`src/rtl/pctr_pkg.sv`:
```
package pctr_pkg;
  typedef enum logic [1:0] {
    OP_CLEAR = 2'd0,
    OP_LOAD  = 2'd1,
    OP_COUNT = 2'd2,
    OP_HOLD  = 2'd3
  } pctr_op_e;
endpackage

```
`src/rtl/pctr_ctrl.sv`:
```
module pctr_ctrl
  import pctr_pkg::*;
(
  input  logic     clr_n,
  input  logic     ld_n,
  input  logic     en_par,
  input  logic     en_chain,
  output pctr_op_e op
);
  // Fixed precedence: clear, load, count, hold.
  always_comb begin
    if (!clr_n)                    op = OP_CLEAR;
    else if (!ld_n)                op = OP_LOAD;
    else if (en_par && en_chain)   op = OP_COUNT;
    else                           op = OP_HOLD;
  end
endmodule

```
`src/rtl/pctr_next.sv`:
```
module pctr_next
  import pctr_pkg::*;
#(
  parameter int WIDTH = 4
) (
  input  pctr_op_e         op,
  input  logic [WIDTH-1:0] cur,
  input  logic [WIDTH-1:0] din,
  output logic [WIDTH-1:0] nxt
);
  localparam logic [WIDTH-1:0] ONE = WIDTH'(1);

  always_comb begin
    unique case (op)
      OP_CLEAR: nxt = '0;
      OP_LOAD:  nxt = din;
      OP_COUNT: nxt = cur + ONE;
      default:  nxt = cur;
    endcase
  end
endmodule

```
`src/rtl/pctr_state_reg.sv`:
```
module pctr_state_reg #(
  parameter int WIDTH    = 4,
  parameter bit SYNC_CLR = 1'b0
) (
  input  logic             clk,
  input  logic             clr_n,
  input  logic [WIDTH-1:0] nxt,
  output logic [WIDTH-1:0] q
);
  logic [WIDTH-1:0] q_r;

  generate
    if (SYNC_CLR) begin : g_sync_clr
      always_ff @(posedge clk) begin
        if (!clr_n) q_r <= '0;
        else        q_r <= nxt;
      end


      sync_clear_chk: assert property (@(posedge clk)
        !clr_n |=> (q_r == '0));
    end else begin : g_async_clr
      always_ff @(posedge clk or negedge clr_n) begin
        if (!clr_n) q_r <= '0;
        else        q_r <= nxt;
      end


      async_clear_chk: assert property (@(posedge clk)
        !clr_n |-> (q_r == '0));
    end
  endgenerate

  assign q = q_r;
endmodule

```
`src/rtl/presettable_counter.sv`:
```
module presettable_counter
  import pctr_pkg::*;
#(
  parameter int WIDTH    = 4,
  parameter bit SYNC_CLR = 1'b0
) (
  input  logic             clk,
  input  logic             clr_n,
  input  logic             ld_n,
  input  logic [WIDTH-1:0] din,
  input  logic             en_par,
  input  logic             en_chain,
  output logic [WIDTH-1:0] q,
  output logic             tc_out
);
  localparam logic [WIDTH-1:0] ONE = WIDTH'(1);

  pctr_op_e         op;
  logic [WIDTH-1:0] nxt;

  pctr_ctrl u_ctrl (
    .clr_n    (clr_n),
    .ld_n     (ld_n),
    .en_par   (en_par),
    .en_chain (en_chain),
    .op       (op)
  );

  pctr_next #(.WIDTH(WIDTH)) u_next (
    .op  (op),
    .cur (q),
    .din (din),
    .nxt (nxt)
  );

  pctr_state_reg #(.WIDTH(WIDTH), .SYNC_CLR(SYNC_CLR)) u_reg (
    .clk   (clk),
    .clr_n (clr_n),
    .nxt   (nxt),
    .q     (q)
  );

  // Combinational so that a chained slice sees the carry in the same cycle.
  assign tc_out = en_chain & (&q);


  count_step_chk: assert property (@(posedge clk) disable iff (!clr_n)
    (ld_n && en_par && en_chain) |=> (q == $past(q) + ONE));


  load_value_chk: assert property (@(posedge clk) disable iff (!clr_n)
    !ld_n |=> (q == $past(din)));


  hold_state_chk: assert property (@(posedge clk) disable iff (!clr_n)
    (ld_n && !(en_par && en_chain)) |=> $stable(q));


  tc_wrap_chk: assert property (@(posedge clk) disable iff (!clr_n)
    (tc_out && en_par && ld_n) |=> (q == '0));
endmodule

```
`config.mk`:
```
export PLATFORM = sky130hd
export DESIGN_NAME = presettable_counter
export DESIGN_NICKNAME = d
export VERILOG_FILES = /design/src/rtl/pctr_pkg.sv /design/src/rtl/pctr_ctrl.sv /design/src/rtl/pctr_next.sv /design/src/rtl/pctr_state_reg.sv /design/src/rtl/presettable_counter.sv
export SDC_FILE = /design/constraint.sdc
export NUM_CORES = 1
export LEC_CHECK = 0
export BUFFER_PORTS_ARGS = -buffer_cell sky130_fd_sc_hd__buf_2
export CORE_AREA = 2 2 39 41
export DETAILED_ROUTE_END_ITERATION = 7
export DIE_AREA = 0 0 41 43
export HOLD_SLACK_MARGIN = 0.15
export PLACE_DENSITY = 0.45
export SLEW_MARGIN = 20
export SYNTH_ARGS = -nofsm -noshare
export SYNTH_HDL_FRONTEND = slang
export SYNTH_SLANG_ARGS = --single-unit
export TNS_END_PERCENT = 1
```
`constraint.sdc`:
```
create_clock -name clk -period 1.05 [get_ports clk]
set_input_delay 0 -clock clk [delete_from_list [all_inputs] [get_ports clk]]
set_output_delay 0 -clock clk [all_outputs]
set_load 0.02 [all_outputs]
```
== Word-level counts from Yosys, hierarchy flattened ==
Cells that the tools add are included.

* Register bits: 4
* Bits of input ports: 9

* Multiplexer cells: 4
* Eq/ne operators: 2
* $add $sub $neg: 1
* Bitwise gates (word level): 1
* Reduce and logical (&&, ||, !) cells: 4

{| class="wikitable"
|+ Operators with widths
! operator !! number
|-
| $pmux 4 s3 || 1
|-
| $add 4x1->4 const B || 1
|-
| $mux 2 || 2
|-
| $reduce_and 4->1 || 1
|-
| $reduce_bool 3->1 || 1
|-
| $eq 2x1->1 const B || 1
|-
| $eq 2x2->1 const B || 1
|-
| $logic_not 2->1 || 1
|-
| $and 1x1->1 || 1
|-
| $logic_and 1x1->1 || 1
|-
| $mux 1 || 1
|}

== Longest topological paths before layout ==
* Word-level depth: 6
* Gate-level depth with buffers: 4
* Mapped depth without buffers: 4

== Cells and area by module ==
Synthesis repeated with hierarchy kept, for this count alone.

* Cell total of the unflattened synthesis: 29
* Area, all modules: 289.0 um^2

{| class="wikitable"
|+ Modules (own cells, without submodules)
! module !! cells each !! times used !! area each (um^2)
|-
| pctr_next || 19 || 1 || 158.9
|-
| pctr_state_reg || 4 || 1 || 100.1
|-
| pctr_ctrl || 3 || 1 || 17.5
|-
| presettable_counter || 3 || 1 || 12.5
|}

== Least setup slack after synthesis ==
OpenSTA, ideal clock, no wires.

* Kind: register to register
* Start: reg u_reg.q_r[0] (netlist: u_reg.q[0])
* End: reg u_reg.q_r[1] (netlist: u_reg.q[1])
* Data required time: 0.951 ns
* Data arrival time: 1.048 ns
* Clock period less this slack: 1.147 ns
* Path buffers: 0
* Setup time: 0.099 ns
* Cell stages (with the launch flop): 4
* Setup slack: -0.097 ns
* Path through: dfrtp_1 > ha_1 > nand3_1 > a311oi_1

* Cells in the longest elaborated chain, start to end: 2

{| class="wikitable"
|+ Ends and longest elaborated chain
! what !! line !! source
|-
| start: declaration || pctr_state_reg.sv:10 || <nowiki>logic [WIDTH-1:0] q_r;</nowiki>
|-
| start signal: assignment || pctr_state_reg.sv:25 || <nowiki>else q_r <= nxt;</nowiki>
|-
| $add 4x1->4 || pctr_next.sv:17 || <nowiki>OP_COUNT: nxt = cur + ONE;</nowiki>
|-
| $pmux 4 s3 || pctr_next.sv:14 || <nowiki>unique case (op)</nowiki>
|}

No other way between the ends.
A chain may end at the register's enable or synchronous reset.

== Final worst setup path ==
* Start: reg u_reg.q_r[1] (netlist: u_reg.q[1])
* End: out tc_out

* Cells in the longest elaborated chain, start to end: 2

{| class="wikitable"
|+ Ends and longest elaborated chain
! what !! line !! source
|-
| $reduce_and 4->1 || presettable_counter.sv:44 || <nowiki>assign tc_out = en_chain & (&q);</nowiki>
|-
| $and 1x1->1 || presettable_counter.sv:44 ||
|-
| end: declaration || presettable_counter.sv:14 || <nowiki>output logic tc_out</nowiki>
|}

No other way between the ends.

==> flow_summary.ini <==
[timing]
setup_violations = 3
fin_crit_sh = 1.038
tns_ns = -0.1105
max_clock_freq_mhz = 917.9
fin_ws_ns = -0.03947
fin_hold_ws_ns = 0.1578
finalMaxSlewViolations = 0
rsz0062_at_grt = yes
fin_crit_ns = 1.089
final_hold_viol_count = 0
skew_ns = 0.009162
worst_slew_pin_slew_ns = 0.2140
relSlewSlack = 0.8569

[setup_path]
crit_required_ns = 1.05
cp_slowest_cell = dfrtp_2
crit_chain = ha_4, and4_4, buf_6
crit_fanout = 2
cp-end-kind = output pin
crit_start = u_reg.q[1]
cp_slowest_stage_delay_ns = 0.42
crit_path_start_kind = flop
reg2reg_slack_ns = -0.04
path_class = reg -> out
r2r-end = u_reg.q[3]
reg2reg_depth = 4
r2r_start = u_reg.q[1]
cp.arrival_ns = 1.09

[global_routing]
grt_pass1_vias = 285
antenna_found_initial = 0
grt_max_degree = 9
grt_pass1_wl_mm = 1.221
overflow = 0
gr-usage-all-layers = 0.1097

[die]
start_util = 0.1627
dieArea_sq_um = 1763
io_pins = 14
die_w_um = 41
core_area_sq_um = 1384
rows = 14
dieHeight_um = 43

[power_and_ir_drop]
internal-power_uw = 402.2
power_frac_clock = 0.390
power.share.sequential = 0.320
switchingPower_uw = 154.9
total_power_uw = 557.1
leakagePower_uw = 0.0002362
powerDensity_nw_per_um2 = 1053
peakVddDrop_mv = 0.3527
swShare = 0.2780
pwr-share-comb = 0.289

[yosys]
syn_area_sq_um = 225.2
yosysTopAreaCell = dfrtp_1
syn_area_per_cell_sq_um = 9.384
synth-seq-area-share = 0.4444
netlist_instances = 24
netlist.area_leader.share = 0.4444
syn_nets = 34
synthTopCellsByArea = dfrtp_1 44%, xor2_1 7.8%, nand3_1 6.7%
ys_ff_latch = 4
ys_warn_count = 0
synthDistinctLibCells = 15

[hold_path]
holdCritPathClass = in -> reg
holdPathStages = 4
worstHoldStart = en_par
whs_endpoint = u_reg.q[1]

[final_layout]
layout.nets = 67
diodes = 0
fin_area_sq_um = 529.3
area_growth_pct = 135.0
drive_above_1_share = 0.5536
largest_reg_flops = 4

[clocking]
cts_tree = done
clock_tree.buffer_depth = 2
clk_pin_slew_ns = 0.05
root_buffer = clkbuf_4
cts_num_sinks = 4
worstSkewPairLatency_ns = 0.24
h-tree-depth = 1
numCtsBuffers = 3

[routing]
first_pass_iters = 2
num_vias = 297
avgRoutedWirePerCell_um = 10.49
viasPerCell = 4.125
totalWireLength_um = 755
ant_nets = 0
route.detailed.drc = 0
drt_iter0_markers = 1

[run]
cap_violations = 0

[placed_design]
dpl-instance-area_sq_um = 344.1
place_worst_setup_slack_ns = -0.02988
dp_hpwl_um = 482.8
portBuffers = 13
globalplace.congestion = 0.6804

[run_status]
status = finished, violations left
violations = negative setup slack
## area by class of cell
cell class,count,area (sq um)
fill,139,854.6
timing repair buffer,28,224.0
multi-input combinational,19,151.4
sequential,4,103.9
clock buffer,4,26.28
tap,16,20.02
inverter,1,3.754
## worst max-delay path: cells and delay by family, from the launching register on
family                     cells  cell delay, ns
and+or+nand+nor                1            0.14
DFF                            1            0.42
buffers and inverters          1            0.12
adders and majority gates      1            0.16
## synthesized netlist by cell type
master	count
nand2_2	1
ha_1	1
and4_2	1
a31oi_1	1
nand2_1	1
nand3_1	3
a311oi_1	1
a211oi_1	1
or3_1	1
dfrtp_1	4
o21ai_0	3
inv_1	1
nor2_1	2
xor2_1	2
a21oi_1	1
## what timing repair did
item / in CTS / in global routing
gates resized for setup: 12 / 1
hold endpoints to repair: 8 / 4
setup endpoints to repair: 2 / 7
gates cloned: 0 / 0
pin swaps: 4 / 2
hold buffers: 4 / 5
setup buffers: 2 / 0
## logic make-up after synthesis
| logic type | Yosys count | synth area share |
|---|---|---|
| AOI/OAI and AO/OA | 7 | 0.1889 |
| adders and majority gates | 1 | 0.05555 |
| xor gates and xnor gates | 2 | 0.07779 |
| DFF | 4 | 0.4445 |
| buffers and inverters | 1 | 0.01665 |
| and+or+nand+nor | 9 | 0.2167 |
## power by group through the flow
| stage | logic, uW | clock network [uW] | registers [uW] |
|---|---|---|---|
| global placement | 101 | 0 | 178 |
| detailed placement | 101 | 0 | 178 |
| floorplan | 25.5 | 0 | 194 |
| global route | 179 | 238 | 180 |
| CTS | 142 | 232 | 178 |
| finish | 161 | 217 | 179 |
## routing by layer
metal,track usage,part of all wire
met1,0.1359,0.47
met3,0.03141,0.079
met5,0,0
met2,0.1438,0.45
met4,0.1000,0
## how the worst max path moves through the flow
stage                  to  slack (ns)  cells past startpoint
3_5_place_dp   u_reg.q[1]       -0.03                      3
4_1_cts        u_reg.q[1]       -0.05                      3
5_1_grt        u_reg.q[0]       -0.09                      4
6_report           tc_out       -0.04                      3
2_1_floorplan  u_reg.q[1]       -0.03                      3
3_3_place_gp   u_reg.q[1]      -0.005                      3
## stage by stage
| step | instances | utilization |
|---|---|---|
| 4_1_cts | 67 | 0.3418 |
| 3_3_place_gp | 57 | 0.2486 |
| 5_1_grt | 72 | 0.3825 |
| 6_report | 72 | 0.3825 |
| 2_1_floorplan | 24 | - |
| 3_5_place_dp | 57 | 0.2486 |
## placed cells by master (no fill, tap or decap), drive strengths merged
cell,n
a21oi,1
dlygate4sd3,9
clkbuf,4
nand3,3
or3,1
nand2,2
a31oi,1
xor2,2
dfrtp,4
buf,19
ha,1
inv,1
a211oi,1
and4,1
a311oi,1
o21ai,3
nor2,2
Note: power is estimated with default switching activity, not from simulation.
